## config.mk

```make
export PLATFORM = sky130hd
export DESIGN_NAME = ums_unit
export DESIGN_NICKNAME = d
export VERILOG_FILES = /design/src/rtl/ums_pkg.sv /design/src/rtl/ums_decode.sv /design/src/rtl/ums_alu.sv /design/src/rtl/ums_mul.sv /design/src/rtl/ums_unit.sv
export SDC_FILE = /design/constraint.sdc
export NUM_CORES = 1
export LEC_CHECK = 0
export BUFFER_PORTS_ARGS = -buffer_cell sky130_fd_sc_hd__buf_2
export CAP_MARGIN = 20
export CORE_ASPECT_RATIO = 1.1
export CORE_MARGIN = 5
export CORE_UTILIZATION = 45
export CTS_CLUSTER_SIZE = 25
export DETAILED_ROUTE_END_ITERATION = 8
export GPL_TIMING_DRIVEN = 0
export MAX_ROUTING_LAYER = met4
export PLACE_DENSITY = 0.74
export SETUP_SLACK_MARGIN = 0.05
export SYNTH_ARGS = -nofsm -noshare
export SYNTH_HDL_FRONTEND = slang
export SYNTH_HIERARCHICAL = 1
export SYNTH_SLANG_ARGS = --single-unit
```

## constraint.sdc

```tcl
create_clock -name clk -period 7.6 [get_ports clk]
set_input_delay 1.14 -clock clk [delete_from_list [all_inputs] [get_ports clk]]
set_output_delay 1.14 -clock clk [all_outputs]
set_load 0.005 [all_outputs]
```

## src/rtl/ums_pkg.sv

```systemverilog
package ums_pkg;

    localparam int unsigned RIDX_W = 3;

    // Fixed register roles used by the multiply and shift groups
    localparam logic [RIDX_W-1:0] IDX_ACC = 3'd0;
    localparam logic [RIDX_W-1:0] IDX_CNT = 3'd1;
    localparam logic [RIDX_W-1:0] IDX_HI  = 3'd2;

    typedef enum logic [2:0] {
        OP_NOT,
        OP_NEG,
        OP_MUL,
        OP_SHL,
        OP_SHR,
        OP_SAR
    } op_e;

    typedef enum logic [2:0] {
        ST_IDLE,
        ST_READ,
        ST_MULW,
        ST_WLO,
        ST_WHI
    } st_e;

    typedef struct packed {
        logic sf;
        logic zf;
        logic of;
    } flags_t;

endpackage

```

## src/rtl/ums_decode.sv

```systemverilog
module ums_decode
    import ums_pkg::*;
(
    input  logic              shift_grp,
    input  logic [7:0]        modrm,
    output op_e               op,
    output logic              legal,
    output logic [RIDX_W-1:0] rm
);

    logic [2:0] sub;

    always_comb begin
        sub   = modrm[5:3];
        rm    = modrm[2:0];
        op    = OP_NOT;
        legal = 1'b0;
        if (modrm[7:6] == 2'b11) begin
            if (!shift_grp) begin
                unique case (sub)
                    3'd2:    begin op = OP_NOT; legal = 1'b1; end
                    3'd3:    begin op = OP_NEG; legal = 1'b1; end
                    3'd4:    begin op = OP_MUL; legal = 1'b1; end
                    default: legal = 1'b0;
                endcase
            end else begin
                unique case (sub)
                    3'd4:    begin op = OP_SHL; legal = 1'b1; end
                    3'd5:    begin op = OP_SHR; legal = 1'b1; end
                    3'd7:    begin op = OP_SAR; legal = 1'b1; end
                    default: legal = 1'b0;
                endcase
            end
        end
    end

endmodule

```

## src/rtl/ums_alu.sv

```systemverilog
module ums_alu
    import ums_pkg::*;
#(
    parameter int unsigned DATA_W = 32,
    parameter int unsigned CNT_W  = $clog2(DATA_W)
) (
    input  op_e               op,
    input  logic [DATA_W-1:0] opa,
    input  logic [CNT_W-1:0]  cnt,
    input  flags_t            flg_i,
    output logic [DATA_W-1:0] res,
    output logic              we,
    output flags_t            flg_o
);

    localparam logic [DATA_W-1:0] MIN_NEG = {1'b1, {(DATA_W-1){1'b0}}};
    localparam logic [CNT_W-1:0]  CNT_ONE = CNT_W'(1);

    logic cnt_zero;
    logic cnt_one;

    always_comb begin
        cnt_zero = (cnt == '0);
        cnt_one  = (cnt == CNT_ONE);
        res      = opa;
        we       = 1'b1;
        flg_o    = flg_i;
        unique case (op)
            OP_NOT: begin
                res      = ~opa;
                flg_o.sf = res[DATA_W-1];
                flg_o.zf = (res == '0);
                flg_o.of = 1'b0;
            end
            OP_NEG: begin
                if (opa == MIN_NEG) begin
                    we       = 1'b0;
                    flg_o.sf = 1'b1;
                    flg_o.zf = 1'b0;
                    flg_o.of = 1'b1;
                end else begin
                    res      = '0 - opa;
                    flg_o.sf = res[DATA_W-1];
                    flg_o.zf = (res == '0);
                    flg_o.of = 1'b0;
                end
            end
            OP_SHL: begin
                if (!cnt_zero) begin
                    res      = opa << cnt;
                    flg_o.sf = res[DATA_W-1];
                    flg_o.zf = (res == '0);
                    if (cnt_one) flg_o.of = opa[DATA_W-1] ^ opa[DATA_W-2];
                end
            end
            OP_SHR: begin
                if (!cnt_zero) begin
                    res      = opa >> cnt;
                    flg_o.sf = 1'b0;
                    flg_o.zf = (res == '0);
                    if (cnt_one) flg_o.of = opa[DATA_W-1];
                end
            end
            OP_SAR: begin
                if (!cnt_zero) begin
                    res      = $signed(opa) >>> cnt;
                    flg_o.sf = res[DATA_W-1];
                    flg_o.zf = (res == '0);
                    if (cnt_one) flg_o.of = 1'b0;
                end
            end
            default: begin
                we = 1'b0;
            end
        endcase
    end

endmodule

```

## src/rtl/ums_mul.sv

```systemverilog
module ums_mul #(
    parameter int unsigned DATA_W = 32,
    parameter int unsigned STEP   = 1
) (
    input  logic                clk,
    input  logic                rst_n,
    input  logic                go,
    input  logic [DATA_W-1:0]   mcand,
    input  logic [DATA_W-1:0]   mplier,
    output logic                fin,
    output logic [2*DATA_W-1:0] prod
);

    // STEP must divide DATA_W and be smaller than it
    localparam int unsigned ITER   = DATA_W / STEP;
    localparam int unsigned CNTW   = $clog2(ITER + 1);
    localparam logic [CNTW-1:0] LAST = CNTW'(ITER - 1);

    logic [2*DATA_W-1:0]    acc_d, acc_q;
    logic [DATA_W-1:0]      mc_d, mc_q;
    logic [CNTW-1:0]        cnt_d, cnt_q;
    logic                   run_d, run_q;
    logic                   fin_d, fin_q;
    logic [DATA_W+STEP-1:0] part;
    logic [DATA_W+STEP-1:0] upper;

    always_comb begin
        part  = {{STEP{1'b0}}, mc_q} * {{DATA_W{1'b0}}, acc_q[STEP-1:0]};
        upper = {{STEP{1'b0}}, acc_q[2*DATA_W-1:DATA_W]} + part;
        acc_d = acc_q;
        mc_d  = mc_q;
        cnt_d = cnt_q;
        run_d = run_q;
        fin_d = 1'b0;
        if (go) begin
            acc_d = {{DATA_W{1'b0}}, mplier};
            mc_d  = mcand;
            cnt_d = '0;
            run_d = 1'b1;
        end else if (run_q) begin
            acc_d = {upper, acc_q[DATA_W-1:STEP]};
            cnt_d = cnt_q + CNTW'(1);
            if (cnt_q == LAST) begin
                run_d = 1'b0;
                fin_d = 1'b1;
            end
        end
    end

    always_ff @(posedge clk or negedge rst_n) begin
        if (!rst_n) begin
            acc_q <= '0;
            mc_q  <= '0;
            cnt_q <= '0;
            run_q <= 1'b0;
            fin_q <= 1'b0;
        end else begin
            acc_q <= acc_d;
            mc_q  <= mc_d;
            cnt_q <= cnt_d;
            run_q <= run_d;
            fin_q <= fin_d;
        end
    end

    assign fin  = fin_q;
    assign prod = acc_q;

endmodule

```

## src/rtl/ums_unit.sv

```systemverilog
module ums_unit
    import ums_pkg::*;
#(
    parameter int unsigned DATA_W   = 32,
    parameter int unsigned MUL_STEP = 1
) (
    input  logic              clk,
    input  logic              rst_n,
    input  logic              start,
    input  logic              shift_grp,
    input  logic [7:0]        modrm,
    output logic              ready,
    output logic              done,
    output logic              illegal,
    output logic [RIDX_W-1:0] rf_ra_a,
    input  logic [DATA_W-1:0] rf_rd_a,
    output logic [RIDX_W-1:0] rf_ra_b,
    input  logic [DATA_W-1:0] rf_rd_b,
    output logic              rf_we,
    output logic [RIDX_W-1:0] rf_wa,
    output logic [DATA_W-1:0] rf_wd,
    output logic              flag_sf,
    output logic              flag_zf,
    output logic              flag_of
);

    localparam int unsigned CNT_W = $clog2(DATA_W);

    typedef struct packed {
        st_e               st;
        op_e               op;
        logic [RIDX_W-1:0] rm;
        logic              done;
        logic              ill;
        flags_t            flg;
    } ctl_t;

    ctl_t d, q;

    op_e               dec_op;
    logic              dec_legal;
    logic [RIDX_W-1:0] dec_rm;
    logic [DATA_W-1:0] alu_res;
    logic              alu_we;
    flags_t            alu_flg;
    logic              mul_go;
    logic              mul_fin;
    logic [2*DATA_W-1:0] mul_prod;

    ums_decode u_dec (
        .shift_grp (shift_grp),
        .modrm     (modrm),
        .op        (dec_op),
        .legal     (dec_legal),
        .rm        (dec_rm)
    );

    ums_alu #(.DATA_W(DATA_W), .CNT_W(CNT_W)) u_alu (
        .op    (q.op),
        .opa   (rf_rd_a),
        .cnt   (rf_rd_b[CNT_W-1:0]),
        .flg_i (q.flg),
        .res   (alu_res),
        .we    (alu_we),
        .flg_o (alu_flg)
    );

    ums_mul #(.DATA_W(DATA_W), .STEP(MUL_STEP)) u_mul (
        .clk    (clk),
        .rst_n  (rst_n),
        .go     (mul_go),
        .mcand  (rf_rd_b),
        .mplier (rf_rd_a),
        .fin    (mul_fin),
        .prod   (mul_prod)
    );

    always_comb begin
        d       = q;
        d.done  = 1'b0;
        d.ill   = 1'b0;
        rf_ra_a = q.rm;
        rf_ra_b = (q.op == OP_MUL) ? IDX_ACC : IDX_CNT;
        rf_we   = 1'b0;
        rf_wa   = q.rm;
        rf_wd   = alu_res;
        mul_go  = 1'b0;
        unique case (q.st)
            ST_IDLE: begin
                if (start) begin
                    if (dec_legal) begin
                        d.op = dec_op;
                        d.rm = dec_rm;
                        d.st = ST_READ;
                    end else begin
                        d.ill = 1'b1;
                    end
                end
            end
            ST_READ: begin
                if (q.op == OP_MUL) begin
                    mul_go = 1'b1;
                    d.st   = ST_MULW;
                end else begin
                    rf_we  = alu_we;
                    d.flg  = alu_flg;
                    d.done = 1'b1;
                    d.st   = ST_IDLE;
                end
            end
            ST_MULW: begin
                if (mul_fin) d.st = ST_WLO;
            end
            ST_WLO: begin
                rf_we = 1'b1;
                rf_wa = IDX_ACC;
                rf_wd = mul_prod[DATA_W-1:0];
                d.st  = ST_WHI;
            end
            ST_WHI: begin
                rf_we    = 1'b1;
                rf_wa    = IDX_HI;
                rf_wd    = mul_prod[2*DATA_W-1:DATA_W];
                d.flg.of = |mul_prod[2*DATA_W-1:DATA_W];
                d.done   = 1'b1;
                d.st     = ST_IDLE;
            end
            default: d.st = ST_IDLE;
        endcase
    end

    always_ff @(posedge clk or negedge rst_n) begin
        if (!rst_n) begin
            q.st   <= ST_IDLE;
            q.op   <= OP_NOT;
            q.rm   <= '0;
            q.done <= 1'b0;
            q.ill  <= 1'b0;
            q.flg  <= '0;
        end else begin
            q <= d;
        end
    end

    assign ready   = (q.st == ST_IDLE);
    assign done    = q.done;
    assign illegal = q.ill;
    assign flag_sf = q.flg.sf;
    assign flag_zf = q.flg.zf;
    assign flag_of = q.flg.of;

endmodule

```

==> results of run 1 <==
==> cell families (layout without fill, tap and decap cells) <==
kind of cell	after synthesis	in the layout	share of synthesized area, %
AO/OA/AOI/OAI	558	558	24.8
XOR/XNOR	39	39	2.27
adder cells (fa/ha/maj)	39	39	3.30
buffers and inverters	228	382	6.84
flip-flops	118	118	19.7
multiplexers	240	240	22.1
other	1	3	0.0250
AND/OR/NAND/NOR	667	667	21.0
==> final cells by class <==
| cell class | instances | area share, % |
|---|---|---|
| Antenna cell | 1 | 0.0149 |
| Buffer | 191 | 5.28 |
| Clock buffer | 19 | 2.69 |
| Clock inverter | 13 | 0.870 |
| Inverter | 37 | 0.826 |
| Multi-Input combinational cell | 1545 | 65.7 |
| Sequential cell | 118 | 17.6 |
| Tap cell | 432 | 3.21 |
| Timing Repair Buffer | 122 | 3.83 |
==> layout by cell type, fill, tap and decap left out, types with 25 or more instances in the layout <==
master,count
nand4_1,30
o21ai_0,135
nor3_1,33
mux2i_1,99
dfrtp_1,118
ha_1,38
nor4_1,25
a21oi_1,125
nand2_1,261
inv_1,33
a22oi_1,49
nor2_1,164
buf_1,25
and2_1,36
buf_2,134
mux4_2,66
mux2_2,75
clkbuf_1,123
==> per-layer routing <==
metal / share of wire [%] / up-vias
met3: 11 / 458
met5: 0 / -
met2: 44 / 1520
li1: - / 7345
met4: 9.7 / 0
met1: 35 / 8559
==> worst min-delay path by stage <==
stage,slack [ns],start,to
global route,0.51,u_mul/mc_q[13],u_mul/mc_q[13]
finish,0.50,u_mul/mc_q[24],u_mul/mc_q[24]
CTS,0.50,u_mul/mc_q[14],u_mul/mc_q[14]
global placement,0.48,u_mul/mc_q[19],u_mul/mc_q[19]
floorplan,0.47,u_mul/mc_q[30],u_mul/mc_q[30]
detailed placement,0.49,u_mul/mc_q[24],u_mul/mc_q[24]
==> critical path, cell delays in order <==
cell       delay, ns
buf_2           0.21
clkinv_1        0.20
buf_1           0.55
clkbuf_1        0.65
clkbuf_1        0.69
mux2i_1         0.94
o221ai_1        0.55
a2111oi_2       0.76
a21oi_1         0.15
nor2_1          0.11
a21oi_1         0.05
nand2_1         0.09
nand2_1         0.07
buf_2           0.15
==> synthesized netlist by cell type, types with 18 or more instances <==
cell,n
nand2_1,261
nor2_1,164
o21ai_0,135
a21oi_1,125
clkbuf_1,123
dfrtp_1,118
mux2i_1,99
mux2_2,75
mux4_2,66
a22oi_1,49
ha_1,38
and2_1,36
inv_1,33
nor3_1,33
nand4_1,30
buf_1,25
nor4_1,25
a21o_1,24
a211oi_1,23
nand3_1,23
xnor2_1,21
a31oi_1,19
xor2_1,18
==> power by group through the flow <==
stage	Sequential [mW]	Combinational, mW	Clock [mW]
after floorplan	0.784	0.668	0
after global placement	0.824	1.08	0
after detailed placement	0.827	1.08	0
after CTS	0.817	1.09	0.828
after global routing	0.832	1.19	0.858
final	0.822	1.15	0.821
==> state kept, by name, indices dropped and copies added (netlist names) <==
name         flops
flag_of          1
done             1
u_mul/run_q      1
u_mul/mc_q      32
u_mul/fin        1
q                6
illegal          1
rf_ra_a          3
flag_zf          1
u_mul/prod      64
flag_sf          1
u_mul/cnt_q      6
==> what timing repair did <==
action | 4_1_cts | 5_1_grt
gates cloned | 0 | 0
setup endpoints to repair | 1 | 1
gates resized for setup | 1 | 1
buffers inserted | 0 | 0
==> metrics.md, run 1 <==
| Metric | Value |
|---|---|
| Outcome | `finished, final reports clean` |
| Port Buffers | `118` |
| Post-route setup slack | `0.142 ns` |
| Fill count | `roughly 3.2k` |
| Cell area after layout | `16800 µm²` |
| Worst EP arrival | `roughly 6.3 ns` |
| Clock latency on the worst-skew pair | `approximately 0.44 ns` |
| Hpwl dp | `63000 µm` |
| Final antenna-violating net count | `0` |
| Crit Path Class | `input port to output pin` |
| Synth top area cells | `dfrtp_1 (20%), mux4_2 (9.9%), mux2i_1 (6.6%), nand2_1 (6.5%), mux2_2 (5.6%)` |
| Worst setup EP type | `output pin` |
| Gr ovfl total | `0` |
| Fin nets | `roughly 2.1k` |
| Power Density | `roughly 170 nW/µm²` |
| GR Util met1 | `approximately half` |
| Post-Syn Area | `around 15000 µm²` |
| Layout Skew | `~0.014 ns` |
| Initial antenna violation count | `1` |
| Largest net degree at the start of global routing | `65` |
| Most used flip-flop cell after synthesis | `dfrtp_1` |
| Final setup vio count | `0` |
| Cell taking the most area after synthesis | `dfrtp_1` |
| Crit path max fanout | `10` |
| Die Ht | `between 200 and 250 µm` |
| Via density | `7.22` |
| Worst Hold Depth | `1` |
| Endpoints failing hold | `0` |
| Setup_tns | `0 ns` |
| Share of the synthesized area in the top cell type | `between 15 and 20%` |
| Core area | `between 30000 and 40000 µm²` |
| Layout Cells excl Fill | `2478` |
| Yosys warns | `6` |
| Worst Setup SP | `rf_rd_b[1]` |
| Io pins | `approximately 120` |
| Multi-input gate area | `about 11000 µm²` |
| # placed instances | `2445` |
| Worst EP required | `approximately 6.5 ns` |
| Total GRT Usage | `42.9%` |
| Startpoint types | `input port` |
| WHS | `between 0.4 and 0.5 ns` |
| Via count | `~18k` |
| Clock network power share | `between 20 and 30%` |
| Vias in the first global route | `about 17k` |
| Final min period | `between 7 and 8 ns` |
| Met2 GRT Util | `65.5%` |
| Final Util | `50.8%` |
| Final count of pins violating max slew | `0` |
| RSZ-0062 raised after global routing | `false` |
| Die area | `between 30000 and 40000 µm²` |
| Net Switching | `1.17 mW` |
| Hold Crit Class | `flop to flop` |
| Register area share after synthesis | `between 10% and 20%` |
| Pre-CTS setup slack | `between 0.05 and 0.06 ns` |
| Grt peak-use layer | `met2` |
| TritonCTS clock tree | `built` |
| Clock sinks | `approximately 120` |
| Setup slack, reg-to-reg | `~3.4 ns` |
| Starting DRT DRC Count | `~3.0k` |
| Synth Area per Inst | `approximately 8.0 µm²` |
| Post-Route WL | `79800 µm` |
| Reg area | `2950 µm²` |
| Worst IR Drop VDD | `between 0.0002 and 0.00025 V` |
| Internal | `1.62 mW` |
| Pre-antenna DRT Iters | `6` |
| Worst Max-Slew Pin Slew | `around 1.3 ns` |
| Total design power | `between 2 and 3 mW` |
| Yosys reg bits | `approximately 120` |
| Routability cong. | `approximately 1.1` |
| Num CTS Buffers | `17` |
| Switch share | `a little over two fifths` |
| Layout area overhead | `12.0%` |
| Starting density of the core | `45.4%` |
| Placed Instance Area | `16200 µm²` |
| Post-Syn Instances | `1890` |
| Die span in x | `~180 µm` |
| # DRC | `0` |
| P_leak | `a little under 7 nW` |
| Fmax | `about 130 MHz` |
| Global-route wire length before repair | `between 100000 and 150000 µm` |
| Cells on worst reg2reg path | `13` |
| FFs w/ async S/R, synth | `100%` |
| Reg clk slew, reported paths | `~0.06 ns` |
| Combinational power share | `about two fifths` |
| RR Endpoint | `u_mul/prod[53]` |
| Clock Path Buffers | `2` |
| Post-synth EDFFs | `0` |
| H-Tree Depth | `4` |
| Slew headroom | `approximately 15%` |
| # rows | `70` |
| Max-Cap Viols | `0` |
| CTS Root Cell | `clkbuf_16` |
| Wire length per cell | `about 32 µm` |
| Distinct cells, synth | `101` |
| Period Utilization, post-route | `between 90% and 100%` |
| # hold bufs at CTS | `0` |
| Worst Setup EP | `rf_wd[23]` |
| Sequential share of power | `between 20% and 30%` |
| Ratio of cells with drive above 1 in the final layout | `18.0%` |
| Met3 usage | `just under 10%` |
| Reg-to-reg critical path startpoint | `u_mul/prod[0]` |
(Power assumes the default switching activity.)
==> run 2: changes to the inputs <==
--- a/config.mk
+++ b/config.mk
@@ -5,7 +5,7 @@
 export SDC_FILE = /design/constraint.sdc
 export NUM_CORES = 1
 export LEC_CHECK = 0
-export BUFFER_PORTS_ARGS = -buffer_cell sky130_fd_sc_hd__buf_2
+export BUFFER_PORTS_ARGS = -buffer_cell sky130_fd_sc_hd__buf_4
 export CAP_MARGIN = 20
 export CORE_ASPECT_RATIO = 1.1
 export CORE_MARGIN = 5
==> run 2 against run 1 <==
Setup slack lost 0.041 ns. Register-to-register slack lost 0.03 ns. Clock skew is essentially flat. Sequential power is essentially flat. Wire length grew 4.9%. Die area is the same. Combinational power grew 4%. Non-clock buffer count grew 4. Global-route usage grew 1.9 points. Flip-flop and latch count is the same. Via count grew 0.53%.
==> metrics.md, run 2 (synthesized netlist as in run 1, its figures left out) <==
| Metric | Value |
|---|---|
| Placed Instance Area | `16500 µm² (was 16200 µm²)` |
| Most frequent cells in the layout | `nand2_1 (261), nor2_1 (164), o21ai_0 (135), buf_4 (133), a21oi_1 (125) (was nand2_1 (261), nor2_1 (164), o21ai_0 (135), buf_2 (134), a21oi_1 (125))` |
| Buffers & Inverters on Critical Path | `7 (was 6)` |
| CTS Root Cell | `clkbuf_16 (unchanged)` |
| Global-route wire length before repair | `120000 µm (was 115000 µm)` |
| Clock Path Buffers | `2 (unchanged)` |
| Cell area after layout | `17100 µm² (was 16800 µm²)` |
| Crit path largest cell delay | `0.99 ns (was 0.94 ns)` |
| Die area | `37200 µm² (unchanged)` |
| Outcome | `finished, final reports clean (unchanged)` |
| P_leak | `6.97 nW (was 6.89 nW)` |
| Power Density | `164 nW/µm² (was 166 nW/µm²)` |
| Clock sinks | `118 (unchanged)` |
| Final min period | `7.50 ns (was 7.46 ns)` |
| Final count of pins violating max slew | `0 (unchanged)` |
| Layout area overhead | `13.7% (was 12.0%)` |
| Starting density of the core | `45.4% (unchanged)` |
| Crit-path cells | `buf_4 -> clkbuf_1 -> buf_1 -> clkbuf_1 -> buf_1 -> clkbuf_1 -> a31oi_1 -> a21oi_1 -> a21oi_1 -> o31ai_1 -> a21oi_1 -> nor2_1 -> nand2_1 -> nand2_1 -> buf_4 (was buf_2 -> clkinv_1 -> buf_1 -> clkbuf_1 -> clkbuf_1 -> mux2i_1 -> o221ai_1 -> a2111oi_2 -> a21oi_1 -> nor2_1 -> a21oi_1 -> nand2_1 -> nand2_1 -> buf_2)` |
| Worst Max-Slew Pin Slew | `1.34 ns (was 1.27 ns)` |
| Endpoints failing hold | `0 (unchanged)` |
| H-Tree Depth | `4 (unchanged)` |
| Pre-CTS setup slack | `0.529 ns (was 0.0559 ns)` |
| RSZ-0062 raised after global routing | `false (unchanged)` |
| Ratio of cells with drive above 1 in the final layout | `18.0% (about the same)` |
| Crit path max fanout | `10 (unchanged)` |
| Final antenna-violating net count | `0 (unchanged)` |
| Post-CTS setup buffers | `0 (unchanged)` |
| Hpwl dp | `65300 µm (was 63000 µm)` |
| Post-route setup slack | `0.101 ns (was 0.142 ns)` |
| Largest net degree at the start of global routing | `102 (was 65)` |
| Total design power | `2.80 mW (was 2.79 mW)` |
| Worst EP required | `6.46 ns (about the same)` |
| Hold Crit Class | `flop to flop (unchanged)` |
| Wire length per cell | `33.8 µm (was 32.2 µm)` |
| Crit Path Class | `input port to output pin (unchanged)` |
| # hold bufs at CTS | `0 (unchanged)` |
| Worst path slowest cell | `o31ai_1 (was mux2i_1)` |
| Fin nets | `2151 (was 2147)` |
| Via density | `7.25 (was 7.22)` |
| Gr ovfl total | `0 (unchanged)` |
| Io pins | `124 (unchanged)` |
| # DRC | `0 (unchanged)` |
| TritonCTS clock tree | `built (unchanged)` |
| WHS | `0.500 ns (was 0.496 ns)` |
| Die Ht | `202 µm (unchanged)` |
| Starting DRT DRC Count | `2947 (was 2993)` |
| Worst IR Drop VDD | `0.000180 V (was 0.000214 V)` |
| # rows | `70 (unchanged)` |
| Top delay family on crit path | `buffers and inverters (unchanged)` |
| Commonest non-fill, non-tap cell in the layout | `nand2_1 (unchanged)` |
| Die span in x | `184 µm (unchanged)` |
| Period Utilization, post-route | `98.7% (was 98.1%)` |
| Worst EP arrival | `6.36 ns (was 6.32 ns)` |
| Startpoint types | `input port (unchanged)` |
| Vias in the first global route | `17.2k (was 17.0k)` |
| Routability cong. | `1.09 (was 1.14)` |
| Final setup vio count | `0 (unchanged)` |
| Largest register FFs | `64 (unchanged)` |
| Max-Cap Viols | `0 (unchanged)` |
| Total GRT Usage | `44.8% (was 42.9%)` |
| Initial antenna violation count | `1 (unchanged)` |
| Worst setup EP type | `output pin (unchanged)` |
| Layout Skew | `0.0135 ns (was 0.0140 ns)` |
| Clock latency on the worst-skew pair | `0.44 ns (about the same)` |
| Port Buffers | `118 (unchanged)` |
| Slew headroom | `10.4% (was 14.6%)` |
| Via count | `18.0k (was 17.9k)` |
| Post-CTS sizing | `0 (was 1)` |
| Fmax | `133 MHz (was 134 MHz)` |
| Post-Route WL | `83700 µm (was 79800 µm)` |
| Reg clk slew, reported paths | `0.05 ns (was 0.06 ns)` |
| Core area | `33100 µm² (unchanged)` |
| Pre-antenna DRT Iters | `9 (was 6)` |
| Num CTS Buffers | `17 (unchanged)` |
==> run 2: cell count changes in the layout (fill, tap and decap cells not counted), moves of 2 or more <==
cell,previous run,this run
clkinvlp_4,2,4
buf_4,16,133
clkinv_4,4,0
clkbuf_8,4,6
inv_6,3,0
buf_2,134,20
==> run 2: layout make-up <==
cell class,instances,area [µm²]
multi-input combinational,1545,11100
buffer,191,888
antenna,1,2.50
tap,432,541
sequential,118,2950
fill,3196,16000
clock inverter,8,75.1
timing repair buffer,126,957
inverter,37,139
clock buffer,22,484
==> run 2: stage by stage <==
step,TNS [ns],std cells,utilization (%)
2_1_floorplan,0,1891,-
3_3_place_gp,-0.0488,2441,49.7
3_5_place_dp,0,2448,49.9
4_1_cts,0,2478,51.6
5_1_grt,0,2479,51.6
6_report,0,2480,51.6
==> run 2: power breakdown <==
| group | switching [mW] | internal [mW] | total, mW |
|---|---|---|---|
| Sequential | 0.108 | 0.717 | 0.825 |
| Combinational | 0.766 | 0.432 | 1.20 |
| Clock | 0.301 | 0.477 | 0.778 |
| Total | 1.18 | 1.63 | 2.80 |
==> run 2: layer usage <==
metal / track usage, % / vias to the layer above / share of wire [%]
met5: - / - / 0
met4: 32.8 / 0 / 10
met3: 11.3 / 493 / 11
met2: 68.3 / 1590 / 44
met1: 50.8 / 8543 / 34
li1: - / 7351 / -
==> run 2: worst register-to-register path, delay by kind of cell (launching register included) <==
family / cells / cell delay (ns)
AOI/OAI and AO/OA: 6 / 1.90
DFF: 1 / 0.57
adders and majority gates: 2 / 0.64
xor gates and xnor gates: 1 / 0.15
buffers and inverters: 2 / 0.48
and+or+nand+nor: 2 / 0.37
==> run 2: final timing paths <==
path	to	depth (start not counted)	slack [ns]	start
setup / recovery	rf_wd[4]	15	0.10	rf_rd_b[3]
hold / removal	u_mul/mc_q[11]	1	0.50	u_mul/mc_q[11]
setup reg to reg	u_mul/prod[57]	13	3.38	u_mul/prod[0]
hold reg to reg	u_mul/mc_q[11]	1	0.50	u_mul/mc_q[11]
max in group asynchronous	u_mul/prod[24]	2	6.30	rst_n
min in group asynchronous	u_mul/mc_q[8]	1	0.53	rst_n
